--- config.mk ---
export PLATFORM = sky130hd
export DESIGN_NAME = tdc_ssp_unit
export DESIGN_NICKNAME = d
export VERILOG_FILES = /design/src/rtl/tdc_pkg.sv /design/src/rtl/tdc_delay_meas.sv /design/src/rtl/tdc_pos_calc.sv /design/src/rtl/tdc_bit_queue.sv /design/src/rtl/tdc_ssp_unit.sv
export SDC_FILE = /design/constraint.sdc
export NUM_CORES = 1
export LEC_CHECK = 0
export BUFFER_PORTS_ARGS = -buffer_cell sky130_fd_sc_hd__buf_2
export CORE_MARGIN = 4
export CORE_UTILIZATION = 50
export CTS_CLUSTER_DIAMETER = 40
export DETAILED_ROUTE_END_ITERATION = 10
export PLACE_DENSITY = 0.77
export SLEW_MARGIN = 20
export SYNTH_ARGS = -nofsm -noshare
export SYNTH_HDL_FRONTEND = slang
export SYNTH_HIERARCHICAL = 1
export SYNTH_SLANG_ARGS = --single-unit
--- constraint.sdc ---
create_clock -name clk -period 6 [get_ports clk]
set_input_delay 0.3 -clock clk [delete_from_list [all_inputs] [get_ports clk]]
set_output_delay 0.3 -clock clk [all_outputs]
set_load 0.05 [all_outputs]
--- src/rtl/tdc_pkg.sv ---
package tdc_pkg;

   localparam int TDC_DLY_W = 7;
   localparam int TDC_CFG_W = 8;
   localparam int TDC_SEG_W = 6;
   localparam int TDC_BRP_W = 5;

   typedef enum logic [1:0] {
      TDC_OFF    = 2'd0,
      TDC_AUTO   = 2'd1,
      TDC_MANUAL = 2'd2
   } tdc_mode_e;

   // Equal mode bits (both set or both clear) mean no compensation.
   function automatic tdc_mode_e tdc_mode_of(input logic auto_b, input logic man_b);
      if (auto_b && !man_b)      return TDC_AUTO;
      else if (man_b && !auto_b) return TDC_MANUAL;
      else                       return TDC_OFF;
   endfunction

endpackage

--- src/rtl/tdc_delay_meas.sv ---
module tdc_delay_meas #(
   parameter int DLY_W       = tdc_pkg::TDC_DLY_W,
   parameter int SYNC_STAGES = 2
) (
   input  logic             clk,
   input  logic             rst_n,
   input  logic             data_start,
   input  logic             tx_bit,
   input  logic             rx_pin,
   output logic             rx_sync,
   output logic [DLY_W-1:0] meas_delay,
   output logic             meas_armed
);

   localparam logic [DLY_W-1:0] CNT_MAX = '1;

   if (SYNC_STAGES < 2) begin : g_bad_sync
      $error("tdc_delay_meas: SYNC_STAGES must be at least 2");
   end

   // RX synchroniser, one flop per stage, recessive at reset.
   logic [SYNC_STAGES-1:0] sync_q;
   for (genvar s = 0; s < SYNC_STAGES; s++) begin : g_sync
      always_ff @(posedge clk or negedge rst_n) begin
         if (!rst_n)      sync_q[s] <= 1'b1;
         else if (s == 0) sync_q[s] <= rx_pin;
         else             sync_q[s] <= sync_q[(s == 0) ? 0 : s-1];
      end
   end
   assign rx_sync = sync_q[SYNC_STAGES-1];

   logic             tx_prev, rx_prev, counting;
   logic [DLY_W-1:0] cnt;
   logic             tx_fall, rx_fall;

   assign tx_fall = tx_prev & ~tx_bit;
   assign rx_fall = rx_prev & ~rx_sync;

   always_ff @(posedge clk or negedge rst_n) begin
      if (!rst_n) begin
         tx_prev    <= 1'b1;
         rx_prev    <= 1'b1;
         meas_armed <= 1'b0;
         counting   <= 1'b0;
         cnt        <= '0;
         meas_delay <= '0;
      end else begin
         tx_prev <= tx_bit;
         rx_prev <= rx_sync;
         if (data_start) begin
            meas_armed <= 1'b1;
            counting   <= 1'b0;
            cnt        <= '0;
         end else if (meas_armed && !counting && tx_fall) begin
            if (rx_fall) begin
               meas_delay <= '0;
               meas_armed <= 1'b0;
            end else begin
               counting <= 1'b1;
               cnt      <= DLY_W'(1);
            end
         end else if (counting) begin
            if (rx_fall) begin
               meas_delay <= cnt;
               counting   <= 1'b0;
               meas_armed <= 1'b0;
            end else if (cnt != CNT_MAX) begin
               cnt <= cnt + DLY_W'(1);
            end
         end
      end
   end

endmodule

--- src/rtl/tdc_pos_calc.sv ---
module tdc_pos_calc
   import tdc_pkg::*;
#(
   parameter int CFG_W      = tdc_pkg::TDC_CFG_W,
   parameter int DLY_W      = tdc_pkg::TDC_DLY_W,
   parameter int SEG_W      = tdc_pkg::TDC_SEG_W,
   parameter int BRP_W      = tdc_pkg::TDC_BRP_W,
   parameter bit REL_OFS_EN = 1'b1
) (
   input  tdc_mode_e        mode,
   input  logic             rel_ofs,
   input  logic [CFG_W-1:0] cfg_delay,
   input  logic [CFG_W-1:0] cfg_offset,
   input  logic [CFG_W-1:0] cfg_filter,
   input  logic [SEG_W-1:0] seg_prop,
   input  logic [SEG_W-1:0] seg_ph1,
   input  logic [BRP_W-1:0] presc,
   input  logic [DLY_W-1:0] meas_delay,
   output logic [DLY_W:0]   ssp_pos
);

   localparam int SP_W = SEG_W + 1 + BRP_W;
   localparam int RS_W = SP_W + 2;
   localparam logic [DLY_W-1:0] DLY_MAX = '1;
   localparam logic [DLY_W:0]   POS_MAX = '1;

   if (CFG_W < DLY_W + 1) begin : g_bad_cfg
      $error("tdc_pos_calc: CFG_W must exceed DLY_W");
   end
   if (SP_W < DLY_W + 1 || RS_W <= CFG_W) begin : g_bad_sp
      $error("tdc_pos_calc: sample point width too small");
   end

   // Normal sample point in clock periods.
   logic [SP_W-1:0] sp_full;
   logic [DLY_W:0]  sp_pos;
   assign sp_full = (SP_W'(seg_prop) + SP_W'(seg_ph1) + SP_W'(1)) * SP_W'(presc);
   assign sp_pos  = (sp_full > SP_W'(POS_MAX)) ? POS_MAX : sp_full[DLY_W:0];

   logic [DLY_W-1:0] dly_cfg, ofs_abs, ofs, dly;
   assign dly_cfg = (cfg_delay  > CFG_W'(DLY_MAX)) ? DLY_MAX : cfg_delay[DLY_W-1:0];
   assign ofs_abs = (cfg_offset > CFG_W'(DLY_MAX)) ? DLY_MAX : cfg_offset[DLY_W-1:0];

   if (REL_OFS_EN) begin : g_rel
      logic signed [RS_W-1:0] rel_sum;
      logic [DLY_W-1:0]       ofs_rel;
      assign rel_sum = RS_W'($signed(cfg_offset)) + $signed({2'b00, sp_full});
      always_comb begin
         if (rel_sum[RS_W-1])                              ofs_rel = '0;
         else if (rel_sum[RS_W-2:0] > (RS_W-1)'(DLY_MAX))  ofs_rel = DLY_MAX;
         else                                              ofs_rel = rel_sum[DLY_W-1:0];
      end
      assign ofs = rel_ofs ? ofs_rel : ofs_abs;
   end else begin : g_abs
      assign ofs = ofs_abs;
   end

   assign dly = (mode == TDC_AUTO) ? meas_delay : dly_cfg;

   logic [DLY_W:0] sum, filt, raw;
   logic           filt_on, comp_on;
   assign sum     = {1'b0, dly} + {1'b0, ofs};
   assign filt    = (cfg_filter > CFG_W'(POS_MAX)) ? POS_MAX : cfg_filter[DLY_W:0];
   assign filt_on = (mode == TDC_AUTO) && (filt > {1'b0, ofs});
   assign comp_on = (mode != TDC_OFF) && !(filt_on && (sum < filt));
   assign raw     = comp_on ? sum : sp_pos;
   assign ssp_pos = (raw == '0) ? (DLY_W+1)'(1) : raw;

endmodule

--- src/rtl/tdc_bit_queue.sv ---
module tdc_bit_queue #(
   parameter int DEPTH = 4,
   parameter int POS_W = tdc_pkg::TDC_DLY_W + 1
) (
   input  logic             clk,
   input  logic             rst_n,
   input  logic             flush,
   input  logic             push,
   input  logic             push_bit,
   input  logic [POS_W-1:0] pos,
   input  logic             rx_sync,
   output logic             ssp_strobe,
   output logic             bit_err,
   output logic [DEPTH-1:0] q_vld
);

   localparam int PTR_W = (DEPTH > 1) ? $clog2(DEPTH) : 1;
   localparam logic [PTR_W-1:0] LAST = PTR_W'(DEPTH - 1);

   if (DEPTH < 4) begin : g_bad_depth
      $error("tdc_bit_queue: DEPTH must be at least 4");
   end

   logic [PTR_W-1:0] wptr;
   logic [DEPTH-1:0] hit, mis;

   for (genvar i = 0; i < DEPTH; i++) begin : g_slot
      logic             v, b;
      logic [POS_W-1:0] c;
      logic             take;
      assign take     = push && (wptr == PTR_W'(i));
      assign hit[i]   = v && (c == POS_W'(1)) && !flush;
      assign mis[i]   = hit[i] && (b != rx_sync);
      assign q_vld[i] = v;
      always_ff @(posedge clk or negedge rst_n) begin
         if (!rst_n) begin
            v <= 1'b0;
            b <= 1'b1;
            c <= '0;
         end else if (flush) begin
            v <= 1'b0;
         end else if (take) begin
            v <= 1'b1;
            b <= push_bit;
            c <= pos;
         end else if (hit[i]) begin
            v <= 1'b0;
         end else if (v) begin
            c <= c - POS_W'(1);
         end
      end
   end

   always_ff @(posedge clk or negedge rst_n) begin
      if (!rst_n) begin
         wptr       <= '0;
         ssp_strobe <= 1'b0;
         bit_err    <= 1'b0;
      end else begin
         ssp_strobe <= |hit;
         bit_err    <= |mis;
         if (flush)     wptr <= '0;
         else if (push) wptr <= (wptr == LAST) ? '0 : wptr + PTR_W'(1);
      end
   end

endmodule

--- src/rtl/tdc_ssp_unit.sv ---
module tdc_ssp_unit
   import tdc_pkg::*;
#(
   parameter int CFG_W       = tdc_pkg::TDC_CFG_W,
   parameter int DLY_W       = tdc_pkg::TDC_DLY_W,
   parameter int SEG_W       = tdc_pkg::TDC_SEG_W,
   parameter int BRP_W       = tdc_pkg::TDC_BRP_W,
   parameter int DEPTH       = 4,
   parameter int SYNC_STAGES = 2,
   parameter bit REL_OFS_EN  = 1'b1
) (
   input  logic             clk,
   input  logic             rst_n,
   input  logic             data_start,
   input  logic             bit_start,
   input  logic             tx_bit,
   input  logic             rx_pin,
   input  logic             mode_auto,
   input  logic             mode_manual,
   input  logic             rel_ofs,
   input  logic [CFG_W-1:0] cfg_delay,
   input  logic [CFG_W-1:0] cfg_offset,
   input  logic [CFG_W-1:0] cfg_filter,
   input  logic [SEG_W-1:0] seg_prop,
   input  logic [SEG_W-1:0] seg_ph1,
   input  logic [BRP_W-1:0] presc,
   output logic             ssp_strobe,
   output logic [DLY_W-1:0] meas_delay,
   output logic             bit_err
);

   localparam int POS_W = DLY_W + 1;

   tdc_mode_e        mode;
   logic             rx_sync, meas_armed;
   logic [POS_W-1:0] ssp_pos;
   logic [DEPTH-1:0] q_vld;

   assign mode = tdc_mode_of(mode_auto, mode_manual);

   tdc_delay_meas #(.DLY_W(DLY_W), .SYNC_STAGES(SYNC_STAGES)) meas_i (
      .clk(clk), .rst_n(rst_n), .data_start(data_start), .tx_bit(tx_bit),
      .rx_pin(rx_pin), .rx_sync(rx_sync), .meas_delay(meas_delay),
      .meas_armed(meas_armed)
   );

   tdc_pos_calc #(.CFG_W(CFG_W), .DLY_W(DLY_W), .SEG_W(SEG_W), .BRP_W(BRP_W),
                  .REL_OFS_EN(REL_OFS_EN)) pos_i (
      .mode(mode), .rel_ofs(rel_ofs), .cfg_delay(cfg_delay),
      .cfg_offset(cfg_offset), .cfg_filter(cfg_filter), .seg_prop(seg_prop),
      .seg_ph1(seg_ph1), .presc(presc), .meas_delay(meas_delay),
      .ssp_pos(ssp_pos)
   );

   tdc_bit_queue #(.DEPTH(DEPTH), .POS_W(POS_W)) queue_i (
      .clk(clk), .rst_n(rst_n), .flush(data_start), .push(bit_start),
      .push_bit(tx_bit), .pos(ssp_pos), .rx_sync(rx_sync),
      .ssp_strobe(ssp_strobe), .bit_err(bit_err), .q_vld(q_vld)
   );

endmodule

==> flow_summary.json, run 1 <==
{
  "min_to": "meas_i/sync_q[0]",
  "cts_buffers": 9,
  "period_needed_ns": 9.69,
  "reg2regPathDepth": 22,
  "max_cap_viol_count": 0,
  "htree_levels": 3,
  "die_w_um": 122,
  "powerDensity_mw_per_mm2": 518,
  "area_delta_synth_final_pct": 34.5,
  "drcViolationCount": 0,
  "cp_top_family": "compound AO/OA/AOI/OAI gates",
  "clk_latency_ns": 0.33,
  "drv_slew": 0,
  "grt_pass1_wl_mm": 29.9,
  "p_leak_nw": 4.00,
  "die-area_mm2": 0.0149,
  "dpl.cell_count": 1063,
  "gr-usage-all-layers_pct": 24.5,
  "status": "finished with violations",
  "clock_path_buffers": 2,
  "drt_iter0_drc": 472,
  "overflow": 0,
  "finalHoldViolCount": 0,
  "antenna_left": 0,
  "coreArea_mm2": 0.0127,
  "cts_hold_buf": 0,
  "setup_viol": 32,
  "cp_slowest_cell": "fa_1",
  "finalWirelength_mm": 18.7,
  "dr.pass1.iters": 5,
  "placed_area_mm2": 0.00784,
  "final_nets": 1078,
  "grt_pass1_vias": 6302,
  "synth_cells": 749,
  "routabilityCongestion": 0.929,
  "io_buffers": 58,
  "row_count": 41,
  "cts_root_buf": "clkbuf_16",
  "cp_slowest_stage_delay_ns": 0.50,
  "drive_gt1_share_pct": 36.2,
  "worstPathRequired_ns": 6.28,
  "start_kind": "primary input",
  "criticalPathCategory": "primary input to flip-flop",
  "rsz0062_at_grt": "true",
  "max-vdd-ir-drop_uv": 284,
  "vias": 6580,
  "hold_depth": 1,
  "rr_endpoint": "queue_i/g_slot[2].c[0]",
  "r2r-start": "meas_i/meas_delay[0]",
  "fp.dieH_um": 122,
  "grt_max_degree": 65,
  "hold_class": "primary input to flip-flop",
  "antenna_cells": 0,
  "crit_path_end_kind": "flip-flop",
  "power_w": 0.00455,
  "finalInstanceArea_mm2": 0.00878,
  "syn_nets": 891,
  "fin_cells": 1113,
  "critical_path.startpoint": "seg_ph1[0]",
  "critPathMaxFanout": 4,
  "synthesis.area_mm2": 0.00653,
  "start_util_pct": 51.3,
  "cts_tree": "yes",
  "holdWs_ns": 0.0624,
  "antenna_found_initial": 0,
  "slew_headroom_pct": 32.8,
  "min_from": "rx_pin",
  "tightest_slew_ns": 1.00,
  "fmax_mhz": 103,
  "skew_ns": 0.00927,
  "violations": "negative setup slack",
  "clkTransAtPathRegs_ns": 0.06,
  "dp_hpwl_mm": 13.2,
  "r2r_slack_ns": 1.17,
  "crit_buf_inv": 6,
  "io_pins": 59,
  "avgViaCountPerCell": 5.91,
  "drt-wirelength-per-cell_um": 16.8,
  "period_share_pct": 162,
  "cts_sinks": 64,
  "yosysWarnings": 6,
  "fin_ws_ns": -3.69,
  "arrival_ns": 9.97,
  "avgSynthCellArea_um2": 8.71
}
==> final cells by class <==
cell class / count / area (um2)
fill: 953 / 3950
sequential: 64 / 1610
clock inverter: 4 / 22.5
tap: 172 / 215
inverter: 59 / 239
multi-input combinational: 608 / 5090
clock buffer: 12 / 246
timing repair buffer: 194 / 1350
==> worst max path at each step <==
stage | slack, ns | end | cells past startpoint
global route | -4.15 | queue_i/g_slot[1].c[0] | 53
global placement | -3.84 | queue_i/g_slot[2].c[0] | 49
finish | -3.69 | queue_i/g_slot[2].c[0] | 48
detailed placement | -4.07 | queue_i/g_slot[0].c[0] | 49
CTS | -3.35 | queue_i/g_slot[2].c[0] | 50
floorplan | -3.22 | queue_i/g_slot[0].c[0] | 49
==> cell usage in the layout, fill, tap and decap left out, drive strengths merged, types with 6 or more instances in the layout <==
cell type	count
and2	24
a21o	11
or2	7
a21oi	39
fa	18
mux2	6
o22a	8
dfstp	8
buf	194
a311oi	7
nor2b	16
inv	59
ha	74
nor2	56
dfrtp	56
nand3	15
and3	6
xnor2	19
o221a	6
a31oi	7
xor2	9
nand2	78
nor3	21
nand4	12
o21a	8
clkbuf	12
o21ai	44
a211oi	10
nand2b	8
==> flip-flops by register name (all words and copies together), names as in the netlist <==
signal and flops:
meas_i/cnt 7, meas_i/meas_delay 7, queue_i/ssp_strobe 1, meas_i/sync_q 1
meas_i/counting 1, meas_i/rx_prev 1, meas_i/tx_prev 1, meas_i/meas_armed 1
meas_i/rx_sync 1, queue_i/wptr 2, queue_i/g_slot.c 32, queue_i/g_slot.v 4
queue_i/bit_err 1, queue_i/g_slot.b 4
==> routing by layer <==
metal | track usage [%] | part of all wire (%) | vias up
li1 | - | - | 3114
met1 | 32.2 | 44 | 3204
met2 | 41.7 | 49 | 219
met3 | 2.72 | 4.3 | 43
met4 | 9.24 | 2.7 | 0
met5 | 0 | 0 | -
==> power breakdown <==
group	total [W]	switching, W	internal [W]
combinational	0.00337	0.00164	0.00173
sequential	0.000699	0.000149	0.000550
clock	0.000474	0.000186	0.000288
==> stage by stage <==
| stage | setup slack [ns] | TNS (ns) | utilization [%] |
|---|---|---|---|
| 6_report | -3.69 | -105.91 | 69.0 |
| 4_1_cts | -3.35 | -96.60 | 67.0 |
| 5_1_grt | -4.15 | -120.63 | 69.0 |
| 3_5_place_dp | -4.07 | -118.28 | 61.6 |
| 3_3_place_gp | -3.84 | -112.21 | 61.6 |
| 2_1_floorplan | -3.22 | -87.26 | - |
==> timing repair <==
item / 4_1_cts / 5_1_grt
hold endpoints to repair: 0 / 0
endpoints found under the setup margin: 32 / 32
setup buffers: 28 / 8
resized for setup: 55 / 45
pin swaps: 39 / 15
No activity file was read; power rests on OpenSTA's default activity.
==> run 2: changes to the inputs <==
- clock period: 6 -> 10.5 ns (I/O delays scaled with it)
==> run 2 against run 1 <==
Net effect:
- the run now ends clean
- sequential cell count stayed put
- cell area is 13% lower
- routed wire length is 12% lower
- total power is 54% lower
- critical path depth stayed put
- sequential power is 43% lower
- clock power is 42% lower
- worst setup slack better by 4.0 ns
- sequential share of layout area is 2.7 points higher
- clock-buffer cell count is 1 higher
- via count is 9.5% lower
- critical path type unchanged
==> flow_summary.json, run 2 (same netlist as run 1, synthesis figures left out) <==
{
  "status": "completed",
  "die-area_mm2": 0.0149,
  "gr-usage-all-layers_pct": 21.2,
  "cts_buffers": 9,
  "drt_iter0_drc": 357,
  "row_count": 41,
  "drv_slew": 0,
  "grt_max_degree": 65,
  "clk_latency_ns": 0.32,
  "p_sw_share_pct": 45.5,
  "antenna_cells": 0,
  "dp_hpwl_mm": 11.9,
  "io_buffers": 58,
  "power_w": 0.00210,
  "cts_sinks": 64,
  "fp.dieH_um": 122,
  "slew_headroom_pct": 33.5,
  "area_delta_synth_final_pct": 17.0,
  "period_share_pct": 96.9,
  "cts_hold_buf": 0,
  "p_int_w": 0.00114,
  "start_util_pct": 51.3,
  "layout_common_cells": "77 x nand2_1, 69 x ha_1, 59 x inv_1, 58 x buf_2, 56 x dfrtp_1",
  "grt_pass1_wl_mm": 25.9,
  "mostFrequentLayoutCell": "nand2_1",
  "drt-wirelength-per-cell_um": 16.3,
  "setup_viol": 0,
  "vias": 5955,
  "criticalPathCategory": "primary input to flip-flop",
  "dp_slack_ns": -0.375,
  "max-vdd-ir-drop_uv": 139,
  "fin_ws_ns": 0.327,
  "clock_path_buffers": 2,
  "hold_class": "primary input to flip-flop",
  "final_nets": 971,
  "grt_pass1_vias": 5601,
  "crit_path_end_kind": "flip-flop",
  "htree_levels": 3,
  "max_cap_viol_count": 0,
  "coreArea_mm2": 0.0127,
  "fmax_mhz": 98.3,
  "finalWirelength_mm": 16.4,
  "dr.pass1.iters": 5,
  "critPathMaxFanout": 7,
  "drcViolationCount": 0,
  "period_needed_ns": 10.17,
  "worstPathRequired_ns": 10.70,
  "antenna_left": 0,
  "seqCellArea_mm2": 0.00161,
  "powerDensity_mw_per_mm2": 275,
  "cts_tree": "yes",
  "start_kind": "primary input",
  "clock_power_share_pct": 13.1,
  "cp_slowest_stage_delay_ns": 0.55,
  "reg_top3": "queue_i/g_slot.c x32, meas_i/cnt x7, meas_i/meas_delay x7",
  "cts_root_buf": "clkbuf_16",
  "antenna_found_initial": 0,
  "clkTransAtPathRegs_ns": 0.05,
  "die_w_um": 122,
  "cp_slowest_cell": "fa_1",
  "combinationalPowerShare_pct": 68.1,
  "p_leak_nw": 3.42,
  "tightest_slew_ns": 0.993,
  "drive_gt1_share_pct": 21.2,
  "skew_ns": 0.00297,
  "routabilityCongestion": 0.902,
  "largest_register_ffs": 32,
  "arrival_ns": 10.37,
  "io_pins": 59,
  "switching_power_w": 0.000954,
  "seqPwrFrac_pct": 18.8,
  "overflow": 0,
  "fill_cells": 1146,
  "fin_setup_tns_ns": 0,
  "multiInputGateArea_mm2": 0.00480,
  "avgViaCountPerCell": 5.92,
  "largest-register": "queue_i/g_slot.c",
  "finalHoldViolCount": 0
}
-- run 2: cell count changes in the layout (fill, tap and decap cells not counted), sizes merged --
| cell | delta |
|---|---|
| buf | -107 |
| clkinv | -1 |
| clkbuf | +1 |
-- run 2: path summary, 6_finish.rpt --
kind	from	to	slack, ns	cells after the start
setup / recovery	seg_prop[0]	queue_i/g_slot[2].c[1]	0.33	48
hold / removal	rx_pin	meas_i/sync_q[0]	0.30	1
setup reg to reg	meas_i/meas_delay[1]	queue_i/g_slot[2].c[1]	5.78	21
hold reg to reg	meas_i/sync_q[0]	meas_i/rx_sync	0.35	0
max in group asynchronous	rst_n	queue_i/g_slot[1].c[3]	9.61	2
min in group asynchronous	rst_n	meas_i/meas_delay[4]	0.37	2
-- run 2: area by class of cell --
type	count	area share [%]
Clock buffer	13	3.41
Tap cell	172	2.82
Inverter	59	2.90
Sequential cell	64	21.1
Timing Repair Buffer	87	6.65
Clock inverter	3	0.229
Multi-Input combinational cell	608	62.9
-- run 2: power by group through the flow --
| stage | logic, W | registers (W) | clock network [W] |
|---|---|---|---|
| 2_1_floorplan | 0.000924 | 0.000378 | 0 |
| 6_report | 0.00143 | 0.000395 | 0.000274 |
| 3_5_place_dp | 0.00123 | 0.000395 | 0 |
| 4_1_cts | 0.00125 | 0.000392 | 0.000280 |
| 3_3_place_gp | 0.00121 | 0.000393 | 0 |
| 5_1_grt | 0.00156 | 0.000405 | 0.000292 |
-- run 2: through the flow --
step / instances / hold slack [ns] / utilization (%) / cell area, um2
after CTS: 997 / 0.293 / 57.8 / 7360
after global placement: 979 / 0.345 / 55.5 / 7060
after floorplan: 749 / 0.229 / - / 6530
final: 1006 / 0.300 / 60.0 / 7630
after detailed placement: 979 / 0.350 / 55.5 / 7060
after global routing: 1006 / 0.290 / 60.0 / 7630
-- run 2: metal layers --
metal / part of all wire [%] / global-route usage, % / wire [um] / vias up
li1: - / - / - / 2888
met1: 45 / 28.8 / 7480 / 2876
met2: 49 / 35.6 / 7980 / 166
met3: 4.6 / 3.13 / 759 / 25
met4: 1.4 / 5.32 / 228 / 0
met5: 0 / 0 / 0 / -
-- run 2: timing repair --
action / in CTS / in global routing
pin swaps: 1 / 28
buffers inserted: 2 / 9
setup endpoints to repair: 2 / 32
cloned: 0 / 0
resized for setup: 2 / 35
-- run 2: critical path: cells and delay by family --
| kind | cells | cell delay, ns |
|---|---|---|
| multiplexers | 1 | 0.30 |
| buffers and inverters | 8 | 0.87 |
| AND/OR/NAND/NOR | 10 | 1.97 |
| XOR/XNOR | 3 | 0.49 |
| adder cells (fa/ha/maj) | 10 | 3.47 |
| AO/OA/AOI/OAI | 16 | 2.74 |
==> run 3: changes to the inputs <==
- CELL_PAD_IN_SITES_DETAIL_PLACEMENT: unset -> 2
- CELL_PAD_IN_SITES_GLOBAL_PLACEMENT: unset -> 2
- CORE_UTILIZATION: 50 -> 38
- PLACE_DENSITY: 0.77 -> 0.9
==> run 3 against run 2 <==
Net effect:
- the flow now finishes with violations (negative setup slack)
- highest routed layer is now met5
- critical path type unchanged
- worst setup slack got worse by 0.76 ns
- critical path depth up 4
- cell area is 6.6% higher
- critical endpoint is now queue_i/g_slot[0].c[2]
- fmax shrank 7.0%
- sequential share of layout area shrank 1.3 points
- routed wire length is 110% higher
==> flow_summary.json, run 3 (same netlist as run 1, synthesis figures left out) <==
{
  "area_delta_synth_final_pct": 24.7,
  "dp_slack_ns": -1.04,
  "setup_viol": 24,
  "period_needed_ns": 10.93,
  "critPathMaxFanout": 6,
  "r2r-start": "meas_i/meas_delay[0]",
  "cts_tree": "yes",
  "fill_cells": 1784,
  "antenna_cells": 0,
  "largest_register_ffs": 32,
  "fin_cells": 1067,
  "antenna_found_initial": 1,
  "antenna_left": 0,
  "r2r_slack_ns": 5.29,
  "reg_top3": "queue_i/g_slot.c x32, meas_i/cnt x7, meas_i/meas_delay x7",
  "cts_root_buf": "clkbuf_16",
  "avgViaCountPerCell": 6.68,
  "drt-wirelength-per-cell_um": 31.8,
  "grt_max_degree": 65,
  "die-area_mm2": 0.0193,
  "rr_endpoint": "queue_i/g_slot[0].c[2]",
  "drive_gt1_share_pct": 26.8,
  "dp_hpwl_mm": 18.7,
  "htree_levels": 3,
  "placed_area_mm2": 0.00712,
  "start_util_pct": 39.1,
  "holdWs_ns": 0.276,
  "drv_slew": 0,
  "reg2regPathDepth": 22,
  "hold_depth": 1,
  "routabilityCongestion": 0.861,
  "clock_path_buffers": 2,
  "powerDensity_mw_per_mm2": 339,
  "finalWirelength_mm": 34.0,
  "status": "finished with violations",
  "mostFrequentLayoutCell": "nand2_1",
  "criticalPathCategory": "primary input to flip-flop",
  "fp.dieH_um": 139,
  "min_from": "rx_pin",
  "tightest_slew_ns": 0.976,
  "gr-usage-all-layers_pct": 28.6,
  "clk_latency_ns": 0.34,
  "coreArea_mm2": 0.0167,
  "largest-register": "queue_i/g_slot.c",
  "finalHoldViolCount": 0,
  "dr.pass1.iters": 5,
  "dpl.cell_count": 1026,
  "finalInstanceArea_mm2": 0.00814,
  "multiInputGateArea_mm2": 0.00509,
  "p_leak_nw": 3.55,
  "worstPathRequired_ns": 10.69,
  "row_count": 47,
  "hold_class": "primary input to flip-flop",
  "drt_iter0_drc": 558,
  "period_share_pct": 104,
  "grt_pass1_wl_mm": 44.0,
  "fmax_mhz": 91.5,
  "cts_hold_buf": 0,
  "cts_buffers": 9,
  "drcViolationCount": 0,
  "die_w_um": 139,
  "seqCellArea_mm2": 0.00161,
  "skew_ns": 0.0104,
  "layout_common_cells": "76 x nand2_1, 61 x ha_1, 58 x buf_2, 56 x dfrtp_1, 55 x inv_1",
  "violations": "negative setup slack",
  "max-vdd-ir-drop_uv": 212,
  "fin_ws_ns": -0.435,
  "clkTransAtPathRegs_ns": 0.06,
  "cp_slowest_cell": "o21ai_0",
  "final_nets": 984,
  "slew_headroom_pct": 34.6,
  "cp_slowest_stage_delay_ns": 0.45,
  "arrival_ns": 11.13,
  "io_buffers": 58,
  "io_pins": 59,
  "start_kind": "primary input",
  "min_to": "meas_i/sync_q[0]",
  "overflow": 0,
  "grt_pass1_vias": 7682,
  "max_cap_viol_count": 0,
  "vias": 7127,
  "crit_path_end_kind": "flip-flop",
  "cts_sinks": 64
}
-- run 3: cell types whose count changed in the layout (fill, tap and decap cells not counted), moves of 3 or more --
cell and delta:
nor3_2 +3, nor3_1 -3, xnor2_1 -3, xnor2_2 +3, ha_1 -8, ha_4 +8, buf_4 +12, inv_1 -4
a21oi_1 -6, inv_2 +4, a21oi_4 +4
-- run 3: worst max path at each step --
stage | slack, ns | cells after the start | endpoint | start
2_1_floorplan | 0.40 | 49 | queue_i/g_slot[0].c[0] | seg_prop[0]
3_3_place_gp | -0.21 | 50 | queue_i/g_slot[2].c[0] | seg_prop[0]
3_5_place_dp | -1.04 | 50 | queue_i/g_slot[0].c[0] | seg_prop[0]
4_1_cts | 0.01 | 52 | queue_i/g_slot[0].c[0] | seg_prop[0]
5_1_grt | -0.76 | 52 | queue_i/g_slot[0].c[2] | seg_prop[0]
6_report | -0.43 | 52 | queue_i/g_slot[0].c[2] | seg_ph1[0]
-- run 3: repair_timing --
item	in CTS	in global routing
resized for setup	22	64
setup endpoints to repair	32	32
buffers inserted	6	19
pin swaps	11	45
-- run 3: critical path: cells and delay by family --
family	cells	cell delay [ns]
xor+xnor	2	0.36
buf+inv	9	1.04
compound gates	21	4.60
fa+ha+maj	10	3.13
simple gates	10	1.46
-- run 3: area by class of cell --
class / instances / area share, %
clock buffer: 10 / 2.94
clock inverter: 6 / 1.12
inverter: 59 / 2.72
multi-input combinational: 608 / 62.5
sequential: 64 / 19.8
tap: 220 / 3.38
timing repair buffer: 100 / 7.49
-- run 3: metal layers --
| layer | up-vias | wire [um] | track usage [%] |
|---|---|---|---|
| met5 | - | 8 | 0 |
| met4 | 2 | 2550 | 14.9 |
| met3 | 170 | 1700 | 4.10 |
| met2 | 374 | 17500 | 51.8 |
| met1 | 3658 | 12300 | 32.6 |
| li1 | 2923 | - | - |
-- run 3: metrics by stage --
stage | power (W) | utilization (%) | setup TNS (ns)
3_3_place_gp | 0.00162 | 42.6 | -0.740
6_report | 0.00276 | 48.7 | -4.85
5_1_grt | 0.00285 | 48.7 | -13.31
2_1_floorplan | 0.00130 | - | 0
3_5_place_dp | 0.00177 | 42.6 | -19.43
4_1_cts | 0.00223 | 45.6 | 0
-- run 3: power breakdown --
part	internal [W]	leakage, nW	total, W	switching [W]
clock network	0.000215	0.151	0.000341	0.000125
registers	0.000314	0.775	0.000421	0.000107
logic	0.000819	2.62	0.00200	0.00118
total	0.00135	3.55	0.00276	0.00141
